==> config.mk <==
export PLATFORM = sky130hd
export DESIGN_NAME = i2c_addr_scan
export DESIGN_NICKNAME = d
export VERILOG_FILES = /design/src/rtl/scan_pkg.sv /design/src/rtl/scan_pullup_gate.sv /design/src/rtl/scan_addr_walk.sv /design/src/rtl/scan_probe_seq.sv /design/src/rtl/scan_hit_tally.sv /design/src/rtl/i2c_addr_scan.sv
export SDC_FILE = /design/constraint.sdc
export NUM_CORES = 1
export LEC_CHECK = 0
export BUFFER_PORTS_ARGS = -buffer_cell sky130_fd_sc_hd__buf_2
export CORE_MARGIN = 8
export CORE_UTILIZATION = 54
export CTS_CLUSTER_SIZE = 24
export DETAILED_ROUTE_END_ITERATION = 16
export GPL_TIMING_DRIVEN = 0
export PLACE_DENSITY = 0.88
export SETUP_SLACK_MARGIN = 0.3
export SLEW_MARGIN = 20
export SYNTH_ARGS = -nofsm -noshare
export SYNTH_HDL_FRONTEND = slang
export SYNTH_SLANG_ARGS = --single-unit
==> constraint.sdc <==
create_clock -name clk -period 2.3 [get_ports clk]
set_clock_uncertainty 0.15 [all_clocks]
set_input_delay 0.46 -clock clk [delete_from_list [all_inputs] [get_ports clk]]
set_output_delay 0.46 -clock clk [all_outputs]
set_load 0.02 [all_outputs]
==> src/rtl/scan_pkg.sv <==
// scan_pkg: shared encodings for the address scanner.
// Assumes a 2-bit command op toward a byte-level I2C master.
package scan_pkg;
    typedef enum logic [1:0] {
        OP_START = 2'd0,
        OP_STOP  = 2'd1,
        OP_WRITE = 2'd2,
        OP_READ  = 2'd3
    } scan_op_e;

    typedef enum logic [1:0] {
        STEP_BEGIN,
        STEP_ADDR,
        STEP_DUMMY,
        STEP_END
    } probe_step_e;

    typedef enum logic [1:0] {
        PH_ISSUE_IDLE,
        PH_ISSUE,
        PH_WAIT
    } probe_phase_e;

    typedef enum logic [1:0] {
        CT_IDLE,
        CT_CHECK,
        CT_LAUNCH,
        CT_PROBE
    } ctrl_state_e;
endpackage

==> src/rtl/scan_pullup_gate.sv <==
// scan_pullup_gate: synchronises both bus line levels and, while enabled,
// requires CHECK_CYC consecutive high samples of both lines.
// Raises fail_o on the first low sample and pass_o on the last good sample.
// Assumes en drops in the cycle after pass_o or fail_o.
module scan_pullup_gate #(
    parameter int SYNC_STAGES = 2,
    parameter int CHECK_CYC   = 4
) (
    input  logic clk,
    input  logic rst_n,
    input  logic en,
    input  logic scl_in,
    input  logic sda_in,
    output logic pass_o,
    output logic fail_o
);
    localparam int CW = $clog2(CHECK_CYC + 1);
    localparam logic [CW-1:0] LAST_SAMPLE = CW'(CHECK_CYC - 1);

    logic [1:0]    stage_q [SYNC_STAGES];
    logic [CW-1:0] good_cnt_q;
    logic          lines_high;

    // Synchroniser chain for both line levels; resets to "low" (conservative).
    always_ff @(posedge clk) begin
        if (!rst_n) begin
            for (int i = 0; i < SYNC_STAGES; i++) stage_q[i] <= 2'b00;
        end else begin
            stage_q[0] <= {scl_in, sda_in};
            for (int i = 1; i < SYNC_STAGES; i++) stage_q[i] <= stage_q[i-1];
        end
    end

    // Both lines high at the end of the synchroniser.
    always_comb lines_high = &stage_q[SYNC_STAGES-1];

    // Verdict for the current sample.
    always_comb begin
        fail_o = en && !lines_high;
        pass_o = en && lines_high && (good_cnt_q == LAST_SAMPLE);
    end

    // Count consecutive good samples while checking.
    always_ff @(posedge clk) begin
        if (!rst_n || !en) good_cnt_q <= '0;
        else if (lines_high && !pass_o) good_cnt_q <= good_cnt_q + CW'(1);
    end
endmodule

==> src/rtl/scan_addr_walk.sv <==
// scan_addr_walk: holds the address byte being probed and steps it upward.
// Bit 0 of the byte is the direction bit, so stepping alternates write/read.
module scan_addr_walk #(
    parameter int BYTE_W = 8
) (
    input  logic              clk,
    input  logic              rst_n,
    input  logic              clear_i,
    input  logic              step_i,
    output logic [BYTE_W-1:0] byte_o,
    output logic              last_o
);
    logic [BYTE_W-1:0] cur_q;

    // Address byte register: cleared at scan start, advanced per probe.
    always_ff @(posedge clk) begin
        if (!rst_n || clear_i) cur_q <= '0;
        else if (step_i) cur_q <= cur_q + BYTE_W'(1);
    end

    // Last byte of the space reached when every bit is set.
    always_comb begin
        byte_o = cur_q;
        last_o = &cur_q;
    end
endmodule

==> src/rtl/scan_probe_seq.sv <==
// scan_probe_seq: runs one probe on the byte master.
// The sequence is START, address WRITE, an optional dummy READ answered with
// NACK (only for an acknowledged read byte), then STOP.
// Assumes each command is accepted on valid&ready and ends on one rsp_valid_i.
module scan_probe_seq
    import scan_pkg::*;
#(
    parameter int BYTE_W = 8
) (
    input  logic              clk,
    input  logic              rst_n,
    input  logic              go_i,
    input  logic [BYTE_W-1:0] byte_i,
    output logic              cmd_valid_o,
    input  logic              cmd_ready_i,
    output logic [1:0]        cmd_op_o,
    output logic [BYTE_W-1:0] cmd_data_o,
    output logic              cmd_nack_o,
    input  logic              rsp_valid_i,
    input  logic              rsp_ack_i,
    output logic              fin_o,
    output logic              fin_ack_o,
    output logic [BYTE_W-1:0] fin_byte_o
);
    probe_phase_e      phase_q;
    probe_step_e       step_q;
    logic [BYTE_W-1:0] byte_q;
    logic              ack_q;

    // Command fields follow the current step.
    always_comb begin
        cmd_valid_o = (phase_q == PH_ISSUE);
        cmd_nack_o  = (step_q == STEP_DUMMY);
        cmd_data_o  = (step_q == STEP_ADDR) ? byte_q : '0;
        unique case (step_q)
            STEP_BEGIN: cmd_op_o = OP_START;
            STEP_ADDR:  cmd_op_o = OP_WRITE;
            STEP_DUMMY: cmd_op_o = OP_READ;
            default:    cmd_op_o = OP_STOP;
        endcase
    end

    // Probe ends when the STOP response arrives.
    always_comb begin
        fin_o      = (phase_q == PH_WAIT) && rsp_valid_i && (step_q == STEP_END);
        fin_ack_o  = ack_q;
        fin_byte_o = byte_q;
    end

    // Step and handshake sequencing for one probe.
    always_ff @(posedge clk) begin
        if (!rst_n) begin
            phase_q <= PH_ISSUE_IDLE;
            step_q  <= STEP_BEGIN;
            byte_q  <= '0;
            ack_q   <= 1'b0;
        end else begin
            unique case (phase_q)
                PH_ISSUE_IDLE: begin
                    if (go_i) begin
                        byte_q  <= byte_i;
                        ack_q   <= 1'b0;
                        step_q  <= STEP_BEGIN;
                        phase_q <= PH_ISSUE;
                    end
                end
                PH_ISSUE: begin
                    if (cmd_ready_i) phase_q <= PH_WAIT;
                end
                default: begin
                    if (rsp_valid_i) begin
                        unique case (step_q)
                            STEP_BEGIN: begin
                                step_q  <= STEP_ADDR;
                                phase_q <= PH_ISSUE;
                            end
                            STEP_ADDR: begin
                                ack_q   <= rsp_ack_i;
                                step_q  <= (byte_q[0] && rsp_ack_i) ? STEP_DUMMY : STEP_END;
                                phase_q <= PH_ISSUE;
                            end
                            STEP_DUMMY: begin
                                step_q  <= STEP_END;
                                phase_q <= PH_ISSUE;
                            end
                            default: begin
                                step_q  <= STEP_BEGIN;
                                phase_q <= PH_ISSUE_IDLE;
                            end
                        endcase
                    end
                end
            endcase
        end
    end
endmodule

==> src/rtl/scan_hit_tally.sv <==
// scan_hit_tally: turns finished probes into hit strobes and counts them.
// Assumes fin_i is a single-cycle strobe per probe.
module scan_hit_tally #(
    parameter int BYTE_W = 8,
    parameter int CNT_W  = 9
) (
    input  logic              clk,
    input  logic              rst_n,
    input  logic              clear_i,
    input  logic              fin_i,
    input  logic              ack_i,
    input  logic [BYTE_W-1:0] byte_i,
    output logic              hit_valid_o,
    output logic [BYTE_W-1:0] hit_byte_o,
    output logic [CNT_W-1:0]  dev_count_o
);
    // Hit strobe, hit byte and running count of acknowledged probes.
    always_ff @(posedge clk) begin
        if (!rst_n || clear_i) begin
            hit_valid_o <= 1'b0;
            hit_byte_o  <= '0;
            dev_count_o <= '0;
        end else begin
            hit_valid_o <= fin_i && ack_i;
            if (fin_i && ack_i) begin
                hit_byte_o  <= byte_i;
                dev_count_o <= dev_count_o + CNT_W'(1);
            end
        end
    end
endmodule

==> src/rtl/i2c_addr_scan.sv <==
// i2c_addr_scan: scans all address bytes through a byte-level I2C master,
// after a pull-up check, and reports the acknowledged bytes.
// Assumes the byte master performs all bit timing and returns one response
// per accepted command.
module i2c_addr_scan
    import scan_pkg::*;
#(
    parameter int ADDR_W      = 7,
    parameter int CHECK_CYC   = 4,
    parameter int SYNC_STAGES = 2,
    localparam int BYTE_W     = ADDR_W + 1,
    localparam int CNT_W      = ADDR_W + 2
) (
    input  logic              clk,
    input  logic              rst_n,
    input  logic              start_i,
    input  logic              scl_in,
    input  logic              sda_in,
    output logic              cmd_valid_o,
    input  logic              cmd_ready_i,
    output logic [1:0]        cmd_op_o,
    output logic [BYTE_W-1:0] cmd_data_o,
    output logic              cmd_nack_o,
    input  logic              rsp_valid_i,
    input  logic              rsp_ack_i,
    output logic              hit_valid_o,
    output logic [BYTE_W-1:0] hit_byte_o,
    output logic [CNT_W-1:0]  dev_count_o,
    output logic              busy_o,
    output logic              done_o,
    output logic              err_pullup_o
);
    ctrl_state_e       st_q, st_d;
    logic              clear, go, step;
    logic              chk_pass, chk_fail;
    logic [BYTE_W-1:0] cur_byte;
    logic              cur_last;
    logic              fin, fin_ack;
    logic [BYTE_W-1:0] fin_byte;

    scan_pullup_gate #(.SYNC_STAGES(SYNC_STAGES), .CHECK_CYC(CHECK_CYC)) u_gate (
        .clk(clk), .rst_n(rst_n), .en(st_q == CT_CHECK),
        .scl_in(scl_in), .sda_in(sda_in),
        .pass_o(chk_pass), .fail_o(chk_fail)
    );

    scan_addr_walk #(.BYTE_W(BYTE_W)) u_walk (
        .clk(clk), .rst_n(rst_n), .clear_i(clear), .step_i(step),
        .byte_o(cur_byte), .last_o(cur_last)
    );

    scan_probe_seq #(.BYTE_W(BYTE_W)) u_probe (
        .clk(clk), .rst_n(rst_n), .go_i(go), .byte_i(cur_byte),
        .cmd_valid_o(cmd_valid_o), .cmd_ready_i(cmd_ready_i),
        .cmd_op_o(cmd_op_o), .cmd_data_o(cmd_data_o), .cmd_nack_o(cmd_nack_o),
        .rsp_valid_i(rsp_valid_i), .rsp_ack_i(rsp_ack_i),
        .fin_o(fin), .fin_ack_o(fin_ack), .fin_byte_o(fin_byte)
    );

    scan_hit_tally #(.BYTE_W(BYTE_W), .CNT_W(CNT_W)) u_tally (
        .clk(clk), .rst_n(rst_n), .clear_i(clear),
        .fin_i(fin), .ack_i(fin_ack), .byte_i(fin_byte),
        .hit_valid_o(hit_valid_o), .hit_byte_o(hit_byte_o),
        .dev_count_o(dev_count_o)
    );

    // Scan controller: idle -> line check -> launch/probe loop -> idle.
    always_comb begin
        st_d  = st_q;
        clear = 1'b0;
        go    = 1'b0;
        step  = 1'b0;
        unique case (st_q)
            CT_IDLE: begin
                if (start_i) begin
                    clear = 1'b1;
                    st_d  = CT_CHECK;
                end
            end
            CT_CHECK: begin
                if (chk_fail)      st_d = CT_IDLE;
                else if (chk_pass) st_d = CT_LAUNCH;
            end
            CT_LAUNCH: begin
                go   = 1'b1;
                st_d = CT_PROBE;
            end
            default: begin
                if (fin) begin
                    if (cur_last) begin
                        st_d = CT_IDLE;
                    end else begin
                        step = 1'b1;
                        st_d = CT_LAUNCH;
                    end
                end
            end
        endcase
    end

    // State, end pulse and sticky pull-up error flag.
    always_ff @(posedge clk) begin
        if (!rst_n) begin
            st_q         <= CT_IDLE;
            done_o       <= 1'b0;
            err_pullup_o <= 1'b0;
        end else begin
            st_q   <= st_d;
            done_o <= ((st_q == CT_CHECK) && chk_fail)
                   || ((st_q == CT_PROBE) && fin && cur_last);
            if (clear)                            err_pullup_o <= 1'b0;
            else if ((st_q == CT_CHECK) && chk_fail) err_pullup_o <= 1'b1;
        end
    end

    // Busy whenever a scan is under way.
    always_comb busy_o = (st_q != CT_IDLE);
endmodule

==> flow_metrics.py, run 1 <==
metrics = {
    "run_status": {
        "outcome": "finished clean",
    },
    "synthesis": {
        "synth.avg_cell_area_um2": 8.641,
        "synth.largest_area_cell": "sky130_fd_sc_hd__dfxtp_1",
        "synth.yosys.seq_area_share": 0.4543,
        "synthDistinctLibCells": 42,
        "synth_largest_type_area_fraction": 0.4543,
        "postSynth.topFlopCell": "sky130_fd_sc_hd__dfxtp_1",
        "synth_top_cells_by_count": "sky130_fd_sc_hd__dfxtp_1 (50), sky130_fd_sc_hd__nand2_1 (50), sky130_fd_sc_hd__nor2_1 (19)",
        "synth_enable_flop_cells": 0,
        "synth_async_sr_flop_share": 0,
        "ys_top_cells_by_area": "sky130_fd_sc_hd__dfxtp_1 (45%), sky130_fd_sc_hd__nand2_1 (8.5%), sky130_fd_sc_hd__ha_1 (5.1%)",
        "post_synthesis_instance_total": 255,
        "syn-num-nets": 272,
        "ys_seq_elements": 50,
        "ys.warnings.count": 0,
        "cell_area_after_technology_mapping_um2": 2203,
    },
    "power": {
        "static-leakage-power_nw": 1.050,
        "peakVddDrop_uv": 426.1,
        "power.density_nw_per_um2": 585.7,
    },
    "cells_and_area": {
        "area_growth_from_synthesis_to_layout_pct": 20.22,
        "net_total_in_the_final_layout": 322,
        "post_route_cells_drive_above_1_share": 0.2288,
        "antenna_cells": 0,
        "instances_no_fill": 356,
    },
    "clock_tree": {
        "ctsRootBufferMaster": "sky130_fd_sc_hd__clkbuf_8",
        "max-clock-path-buffers": 2,
        "clock_buffers_created_by_tritoncts": 5,
        "clkSlewWorstSetupHoldPaths_ns": 0.09,
        "h-tree-depth": 2,
        "cts_num_sinks": 50,
        "clock_latency_ns": 0.31,
        "cts_tree": "built",
        "cts_hold_repair.buffers": 0,
    },
    "global_routing": {
        "grt_pass1_vias": 1844,
        "grt.total_usage": 0.1597,
        "antenna_violations_before_repair": 0,
        "grt_pass1_wl_um": 8238,
        "groute.layer.met1.usage": 0.1874,
        "grt.overflow.total": 0,
        "global_route.peak_usage_layer": "met2",
        "met2_usage": 0.2616,
        "groute.layer.met3.usage": 0.04392,
        "maximum_number_of_pins_on_one_net_before_global_route_repair": 17,
    },
    "die": {
        "design.die.area_um2": 6380,
        "core_area_um2": 3971,
        "die_span_y_um": 79.88,
        "die_width_um": 79.88,
        "initial_core_util": 0.5548,
        "num_rows": 23,
        "io-pin-count": 41,
    },
    "routing": {
        "drtIter0Drc": 115,
        "wl_um": 4728,
        "route.vias.total": 1868,
        "vias_per_cell": 5.247,
        "route.antenna.remaining_nets": 0,
        "drc": 0,
        "wl_per_cell_um": 13.28,
        "first_pass_detailed_route_iteration_total": 4,
    },
    "setup_path": {
        "worstPathRequired_ns": 1.69,
        "critPathMaxFanout": 4,
        "critPathArrivalTime_ns": 1.36,
        "reg2reg_depth": 7,
        "cp-end-kind": "output pin",
        "crit_path_start_kind": "register",
        "worst-r2r-setup-slack_ns": 0.38,
        "criticalPathCategory": "reg -> out",
    },
    "place": {
        "gpl.final_weighted_congestion": 0.7970,
        "placedCellCount": 345,
        "port-buffer-count": 40,
        "place.detailed.hpwl_um": 3411,
    },
    "sta": {
        "final.min_clock_period_ns": 1.970,
        "report.final.setup_viol": 0,
        "timing.fmax_mhz": 507.6,
        "rsz0062_at_grt": "yes",
        "hold_slack_ns": 0.2032,
        "maxSlewViolCount": 0,
        "finalHoldViolCount": 0,
        "fin_tns_setup_ns": 0,
        "pin_slew_with_the_least_headroom_to_its_limit_ns": 0.4512,
        "timing.final.crit_share": 0.8566,
        "slew_headroom": 0.6992,
    },
    "run": {
        "number_of_max_cap_violations": 0,
    },
    "min_path": {
        "whs_path_depth": 2,
        "hold_class": "in -> reg",
    },
}
-- area by class of cell --
| type | count | area (µm²) |
|---|---|---|
| Multi-Input combinational cell | 189 | 1149 |
| Inverter | 7 | 26.28 |
| Timing Repair Buffer | 43 | 234.0 |
| Buffer | 9 | 57.56 |
| Sequential cell | 50 | 1006 |
| Clock inverter | 3 | 45.04 |
| Tap cell | 50 | 62.56 |
| Clock buffer | 5 | 68.82 |
| Fill cell | 323 | 1323 |
-- cells in the final DEF, fill, tap and decap left out, types with 4 or more instances in the layout --
cell type / n
sky130_fd_sc_hd__a21boi_0: 8
sky130_fd_sc_hd__a21oi_1: 17
sky130_fd_sc_hd__and2_1: 15
sky130_fd_sc_hd__buf_2: 41
sky130_fd_sc_hd__buf_4: 5
sky130_fd_sc_hd__clkbuf_8: 5
sky130_fd_sc_hd__dfxtp_1: 48
sky130_fd_sc_hd__ha_1: 6
sky130_fd_sc_hd__inv_1: 6
sky130_fd_sc_hd__nand2_1: 50
sky130_fd_sc_hd__nand3_1: 11
sky130_fd_sc_hd__nor2_1: 19
sky130_fd_sc_hd__nor3_1: 4
sky130_fd_sc_hd__o21ai_0: 6
sky130_fd_sc_hd__xnor2_1: 8
sky130_fd_sc_hd__xor2_1: 4
-- layer usage --
metal,wire length (µm),part of all wire,vias to the layer above
li1,-,-,957
met1,2125,0.45,860
met2,2206,0.47,45
met3,338,0.071,6
met4,57,0.012,0
met5,0,0,-
-- stage by stage --
| stage | power (mW) | utilization | setup WS [ns] | cell area (µm²) |
|---|---|---|---|---|
| 2_1_floorplan | 0.9246 | - | 0.5784 | 2203 |
| 3_3_place_gp | 0.9443 | 0.6210 | 0.4687 | 2466 |
| 3_5_place_dp | 0.9452 | 0.6210 | 0.4133 | 2466 |
| 4_1_cts | 1.564 | 0.6582 | 0.3083 | 2614 |
| 5_1_grt | 1.600 | 0.6670 | 0.2773 | 2649 |
| 6_report | 1.551 | 0.6670 | 0.3298 | 2649 |
-- where the power goes --
group / total (mW) / switching [mW] / internal, mW / leakage [nW]
clock network: 0.628 / 0.304 / 0.324 / 0.0504
logic: 0.0491 / 0.0316 / 0.0175 / 0.595
registers: 0.874 / 0.00393 / 0.870 / 0.405
total: 1.55 / 0.340 / 1.21 / 1.05
-- cell families after synthesis --
logic type | after synthesis | share of synthesized area
flip-flops | 50 | 0.4543
XOR/XNOR | 12 | 0.04770
adder cells (fa/ha/maj) | 9 | 0.05111
multiplexers | 2 | 0.009086
AO/OA/AOI/OAI | 44 | 0.1346
AND/OR/NAND/NOR | 122 | 0.2703
buffers and inverters | 16 | 0.03294
-- flip-flops by register name, indices dropped and copies added, names as in the netlist --
signal	cells
u_walk.byte_o	8
u_probe.step_q	2
u_probe.fin_byte_o	8
err_pullup_o	1
u_probe.phase_q	2
u_gate.good_cnt_q	3
u_tally.dev_count_o	9
u_gate.stage_q	4
u_probe.fin_ack_o	1
u_tally.hit_valid_o	1
st_q	2
done_o	1
u_tally.hit_byte_o	8
-- repair_timing --
| action | 4_1_cts | 5_1_grt |
|---|---|---|
| endpoints found under the setup margin | 9 | 12 |
| setup buffers | 1 | 2 |
| resized for setup | 11 | 5 |
| pin swaps | 0 | 1 |
-- final timing paths --
path,startpoint,endpoint
hold / removal,sda_in,u_gate.stage_q[0][0]$_SDFF_PN0_
hold reg to reg,u_gate.stage_q[0][0]$_SDFF_PN0_,u_gate.stage_q[0][2]$_SDFF_PN0_
setup reg to reg,u_probe.step_q[0]$_SDFFE_PN0P_,u_walk.byte_o[6]$_SDFFE_PP0P_
setup / recovery,u_probe.step_q[0]$_SDFFE_PN0P_,cmd_op_o[0]
-- worst max-delay path, stage by stage (launching register included) --
cell and delay, ns:
sky130_fd_sc_hd__dfxtp_2 0.37, sky130_fd_sc_hd__inv_1 0.07, sky130_fd_sc_hd__ha_2 0.18, sky130_fd_sc_hd__or2_2 0.30, sky130_fd_sc_hd__buf_6 0.14
No activity file was read; power rests on OpenSTA's default activity.
==> inputs of run 2 (changes only) <==
--- a/config.mk
+++ b/config.mk
@@ -11,8 +11,9 @@
 export CTS_CLUSTER_SIZE = 24
 export DETAILED_ROUTE_END_ITERATION = 16
 export GPL_TIMING_DRIVEN = 0
-export PLACE_DENSITY = 0.88
+export PLACE_DENSITY = 0.87
 export SETUP_SLACK_MARGIN = 0.3
+export SKIP_LAST_GASP = 1
 export SLEW_MARGIN = 20
 export SYNTH_ARGS = -nofsm -noshare
 export SYNTH_HDL_FRONTEND = slang
==> flow_metrics.py, run 2 (same netlist as run 1, synthesis figures left out) <==
metrics = {
    "run_status": {
        "outcome": "finished clean",
    },
    "sta": {
        "report.final.setup_viol": 0,
        "hold_slack_ns": 0.2057,
        "finalHoldViolCount": 0,
        "rsz0062_at_grt": "no",
        "timing.final.crit_share": 0.8511,
        "final.min_clock_period_ns": 1.958,
        "timing.fmax_mhz": 510.8,
        "pin_slew_with_the_least_headroom_to_its_limit_ns": 0.4451,
        "maxSlewViolCount": 0,
        "postLayoutSetupSlackWorst_ns": 0.3424,
        "fin_tns_setup_ns": 0,
        "slew_headroom": 0.7032,
    },
    "run": {
        "number_of_max_cap_violations": 0,
    },
    "power": {
        "static-leakage-power_nw": 1.054,
        "fraction_of_power_consumed_by_combinational_cells": 0.034,
        "cell_internal_pwr_mw": 1.130,
        "p_total_mw": 1.466,
        "power.density_nw_per_um2": 552.1,
        "switching_share": 0.2291,
        "power.share.clock": 0.369,
        "switching_power_summed_over_all_nets_mw": 0.3358,
        "peakVddDrop_uv": 489.5,
        "pwr-share-seq": 0.596,
    },
    "die": {
        "initial_core_util": 0.5548,
        "num_rows": 23,
        "core_area_um2": 3971,
        "die_width_um": 79.88,
        "die_span_y_um": 79.88,
        "design.die.area_um2": 6380,
        "io-pin-count": 41,
    },
    "clock_tree": {
        "max-clock-path-buffers": 2,
        "cts_num_sinks": 50,
        "clock_latency_ns": 0.31,
        "clock_buffers_created_by_tritoncts": 5,
        "h-tree-depth": 2,
        "ctsRootBufferMaster": "sky130_fd_sc_hd__clkbuf_8",
        "clkSlewWorstSetupHoldPaths_ns": 0.09,
        "cts_tree": "built",
    },
    "global_routing": {
        "grt.total_usage": 0.1602,
        "global_route.peak_usage_layer": "met2",
        "grt_pass1_vias": 1787,
        "groute.layer.met1.usage": 0.1875,
        "groute.layer.met3.usage": 0.05631,
        "met2_usage": 0.2673,
        "maximum_number_of_pins_on_one_net_before_global_route_repair": 16,
        "antenna_violations_before_repair": 0,
        "grt.overflow.total": 0,
        "grt_pass1_wl_um": 8169,
    },
    "routing": {
        "wl_per_cell_um": 14.15,
        "route.vias.total": 1891,
        "route.antenna.remaining_nets": 0,
        "drtIter0Drc": 100,
        "wl_um": 5053,
        "first_pass_detailed_route_iteration_total": 4,
        "vias_per_cell": 5.297,
        "drc": 0,
    },
    "cells_and_area": {
        "post_route_cells_drive_above_1_share": 0.2345,
        "postLayoutCoreUtil": 0.6686,
        "area_growth_from_synthesis_to_layout_pct": 20.50,
        "most-common-layout-cells": "sky130_fd_sc_hd__nand2_1 (50), sky130_fd_sc_hd__dfxtp_1 (48), sky130_fd_sc_hd__buf_2 (41), sky130_fd_sc_hd__nor2_1 (19), sky130_fd_sc_hd__a21oi_1 (17)",
        "antenna_cells": 0,
        "layout.cells.most_common": "sky130_fd_sc_hd__nand2_1",
        "net_total_in_the_final_layout": 323,
        "instances_no_fill": 357,
        "postLayoutCellArea_um2": 2655,
        "max_flop_register": "u_tally.dev_count_o",
        "number_of_flip_flops_in_the_largest_register": 9,
    },
    "place": {
        "post_dp_cell_area_um2": 2466,
        "preCtsSetupSlack_ns": 0.3996,
        "placedCellCount": 345,
        "port-buffer-count": 40,
        "gpl.final_weighted_congestion": 0.8420,
        "place.detailed.hpwl_um": 3446,
    },
    "setup_path": {
        "criticalPathCategory": "reg -> out",
        "critPathSlowestCell": "sky130_fd_sc_hd__dfxtp_2",
        "worstPathRequired_ns": 1.69,
        "critPathMaxStageDelay_ns": 0.36,
        "critPathMaxFanout": 9,
        "crit_path_start_kind": "register",
        "critPathArrivalTime_ns": 1.35,
        "worstPathCellList": "inv_2 > ha_2 > buf_8 > and2_1 > buf_4",
        "cp-end-kind": "output pin",
    },
    "min_path": {
        "hold_class": "in -> reg",
    },
}
## run 2: cell types whose count changed in the layout (fill, tap and decap cells not counted), sizes merged
| cell | delta |
|---|---|
| clkinvlp | -1 |
| bufinv | -1 |
| buf | +1 |
| clkbuf | +1 |
| clkinv | +1 |
## run 2: critical path, delay by kind of cell, from the launching register on
kind	cells	cell delay, ns
fa+ha+maj	1	0.18
buf+inv	3	0.33
flops	1	0.36
simple gates	1	0.16
## run 2: worst paths after layout
kind                                                       from  slack, ns  cells past startpoint                              end
worst max register to register   u_probe.step_q[1]$_SDFFE_PN0P_       0.36                      7    u_walk.byte_o[6]$_SDFFE_PP0P_
worst min register to register  u_gate.stage_q[0][1]$_SDFF_PN0_       0.29                      1  u_gate.stage_q[0][3]$_SDFF_PN0_
worst max-delay path             u_probe.step_q[1]$_SDFFE_PN0P_       0.34                      5                    cmd_data_o[7]
worst min-delay path                                     sda_in       0.21                      2  u_gate.stage_q[0][0]$_SDFF_PN0_
## run 2: repair_timing
action                                  CTS  global route
pin swaps                                 0             1
endpoints found under the setup margin    9            11
hold buffers                              0             0
gates resized for setup                  10            10
buffers inserted                          3             1
## run 2: metal layers
| layer | wire length, µm | vias up |
|---|---|---|
| li1 | - | 961 |
| met1 | 2144 | 876 |
| met2 | 2459 | 44 |
| met3 | 362 | 10 |
| met4 | 86 | 0 |
| met5 | 0 | - |
## run 2: area by class of cell
type	instances	area, µm²
Multi-Input combinational cell	189	1166
Timing Repair Buffer	44	241.5
Sequential cell	50	1006
Tap cell	50	62.56
Clock buffer	6	82.58
Clock inverter	2	12.51
Inverter	7	26.28
Fill cell	346	1316
Buffer	9	57.56
## run 2: power by group through the flow
stage / Combinational (mW) / Clock (mW) / Sequential (mW)
after floorplan: 0.0273 / 0 / 0.897
after global placement: 0.0485 / 0 / 0.895
after detailed placement: 0.0502 / 0 / 0.895
after CTS: 0.0506 / 0.541 / 0.875
after global routing: 0.0554 / 0.591 / 0.875
final: 0.0502 / 0.541 / 0.874
==> inputs of run 3 (changes only) <==
--- a/config.mk
+++ b/config.mk
@@ -11,7 +11,7 @@
 export CTS_CLUSTER_SIZE = 24
 export DETAILED_ROUTE_END_ITERATION = 16
 export GPL_TIMING_DRIVEN = 0
-export PLACE_DENSITY = 0.87
+export PLACE_DENSITY_LB_ADDON = 0.08
 export SETUP_SLACK_MARGIN = 0.3
 export SKIP_LAST_GASP = 1
 export SLEW_MARGIN = 20
==> flow_metrics.py, run 3 (same netlist as run 1, synthesis figures left out) <==
metrics = {
    "global_routing": {
        "maximum_number_of_pins_on_one_net_before_global_route_repair": 14,
        "grt_pass1_wl_um": 7790,
        "grt_pass1_vias": 1717,
        "antenna_violations_before_repair": 0,
        "grt.overflow.total": 0,
        "grt.total_usage": 0.1505,
    },
    "clock_tree": {
        "clkSlewWorstSetupHoldPaths_ns": 0.09,
        "h-tree-depth": 2,
        "ctsRootBufferMaster": "sky130_fd_sc_hd__clkbuf_8",
        "max-clock-path-buffers": 2,
        "clock_buffers_created_by_tritoncts": 5,
        "cts_hold_repair.buffers": 0,
        "clock_latency_ns": 0.30,
        "cts_tree": "built",
        "cts_num_sinks": 50,
    },
    "place": {
        "port-buffer-count": 40,
        "place.detailed.hpwl_um": 3416,
        "gpl.final_weighted_congestion": 0.8139,
        "post_dp_cell_area_um2": 2466,
        "placedCellCount": 345,
        "preCtsSetupSlack_ns": 0.4200,
    },
    "die": {
        "num_rows": 23,
        "die_width_um": 79.88,
        "core_area_um2": 3971,
        "design.die.area_um2": 6380,
        "die_span_y_um": 79.88,
        "initial_core_util": 0.5548,
        "io-pin-count": 41,
    },
    "setup_path": {
        "cp-end-kind": "output pin",
        "worstPathCellList": "inv_1 > ha_2 > or2_2 > buf_6",
        "critPathMaxFanout": 4,
        "timing.critical_path.max_delay_family": "flip-flops",
        "critPathSlowestCell": "sky130_fd_sc_hd__dfxtp_4",
        "criticalPathCategory": "reg -> out",
        "critPathArrivalTime_ns": 1.35,
        "critPathMaxStageDelay_ns": 0.37,
        "path_buf_inv": 2,
        "crit_path_start_kind": "register",
        "worstPathRequired_ns": 1.69,
    },
    "routing": {
        "wl_um": 4633,
        "first_pass_detailed_route_iteration_total": 4,
        "vias_per_cell": 5.113,
        "wl_per_cell_um": 13.05,
        "drtIter0Drc": 48,
        "drc": 0,
        "route.vias.total": 1815,
        "route.antenna.remaining_nets": 0,
    },
    "sta": {
        "postLayoutSetupSlackWorst_ns": 0.3430,
        "final.min_clock_period_ns": 1.957,
        "maxSlewViolCount": 0,
        "rsz0062_at_grt": "yes",
        "report.final.setup_viol": 0,
        "timing.final.crit_share": 0.8509,
        "slew_headroom": 0.6875,
        "fin_tns_setup_ns": 0,
        "finalHoldViolCount": 0,
        "pin_slew_with_the_least_headroom_to_its_limit_ns": 0.4687,
        "timing.fmax_mhz": 511.0,
    },
    "run_status": {
        "outcome": "finished clean",
    },
    "cells_and_area": {
        "antenna_cells": 0,
        "postLayoutCellArea_um2": 2604,
        "instances_no_fill": 355,
        "layout.cells.most_common": "sky130_fd_sc_hd__nand2_1",
        "max_flop_register": "u_tally.dev_count_o",
        "most-common-layout-cells": "sky130_fd_sc_hd__nand2_1 (50), sky130_fd_sc_hd__dfxtp_1 (48), sky130_fd_sc_hd__buf_2 (41), sky130_fd_sc_hd__nor2_1 (19), sky130_fd_sc_hd__a21oi_1 (17)",
        "post_route_cells_drive_above_1_share": 0.2197,
        "net_total_in_the_final_layout": 322,
        "area_growth_from_synthesis_to_layout_pct": 18.17,
        "number_of_flip_flops_in_the_largest_register": 9,
    },
    "run": {
        "number_of_max_cap_violations": 0,
    },
    "power": {
        "static-leakage-power_nw": 1.041,
        "power.density_nw_per_um2": 538.6,
        "peakVddDrop_uv": 374.2,
        "p_total_mw": 1.402,
    },
    "min_path": {
        "hold_class": "in -> reg",
    },
}
==> run 3: cell types whose count changed in the layout (fill, tap and decap cells not counted), sizes merged <==
cell	previous run	this run
clkbuf	9	10
clkinv	1	0
buf	50	49
clkinvlp	1	0
==> run 3: cell type report <==
class / count / area (µm²)
Inverter: 7 / 26.28
Fill cell: 342 / 1368
Multi-Input combinational cell: 189 / 1141
Tap cell: 50 / 62.56
Buffer: 9 / 57.56
Timing Repair Buffer: 43 / 234.0
Clock buffer: 7 / 76.32
Sequential cell: 50 / 1006
==> run 3: worst reg2reg max path, cell delays in order, from the launching register on <==
cell                       delay (ns)
sky130_fd_sc_hd__dfxtp_4         0.37
sky130_fd_sc_hd__buf_4           0.11
sky130_fd_sc_hd__ha_1            0.19
sky130_fd_sc_hd__and4b_1         0.22
sky130_fd_sc_hd__buf_6           0.14
sky130_fd_sc_hd__o211ai_4        0.10
sky130_fd_sc_hd__or4_1           0.42
sky130_fd_sc_hd__a21oi_1         0.15
==> run 3: per-layer routing <==
layer / vias to the layer above / routed length, µm / global-route usage
met5: - / 0 / 0
met1: 815 / 2230 / 0.1878
met4: 0 / 48 / 0.04727
li1: 955 / - / -
met3: 6 / 292 / 0.05068
met2: 39 / 2062 / 0.2380
==> run 3: repair_timing <==
action / 4_1_cts / 5_1_grt
setup buffers: 2 / 1
resized for setup: 8 / 7
endpoints found under the setup margin: 9 / 10
gates cloned: 0 / 0
==> run 3: path summary, 6_finish.rpt <==
kind	start	end	slack (ns)	cells after the start
min reg2reg	u_gate.stage_q[0][0]$_SDFF_PN0_	u_gate.stage_q[0][2]$_SDFF_PN0_	0.29	1
max	u_probe.step_q[0]$_SDFFE_PN0P_	cmd_op_o[0]	0.34	4
max reg2reg	u_probe.step_q[0]$_SDFFE_PN0P_	u_walk.byte_o[6]$_SDFFE_PP0P_	0.38	7
min	sda_in	u_gate.stage_q[0][0]$_SDFF_PN0_	0.23	2
==> run 3: power by group <==
| group | internal, mW | switching (mW) |
|---|---|---|
| Combinational | 0.0175 | 0.0326 |
| Sequential | 0.870 | 0.00377 |
| Clock | 0.210 | 0.268 |
==> run 3: metrics by stage <==
stage,utilization,hold slack [ns]
finish,0.6556,0.2261
detailed placement,0.6210,0.2696
global route,0.6556,0.2140
CTS,0.6490,0.2150
global placement,0.6210,0.2645
floorplan,-,0.2619
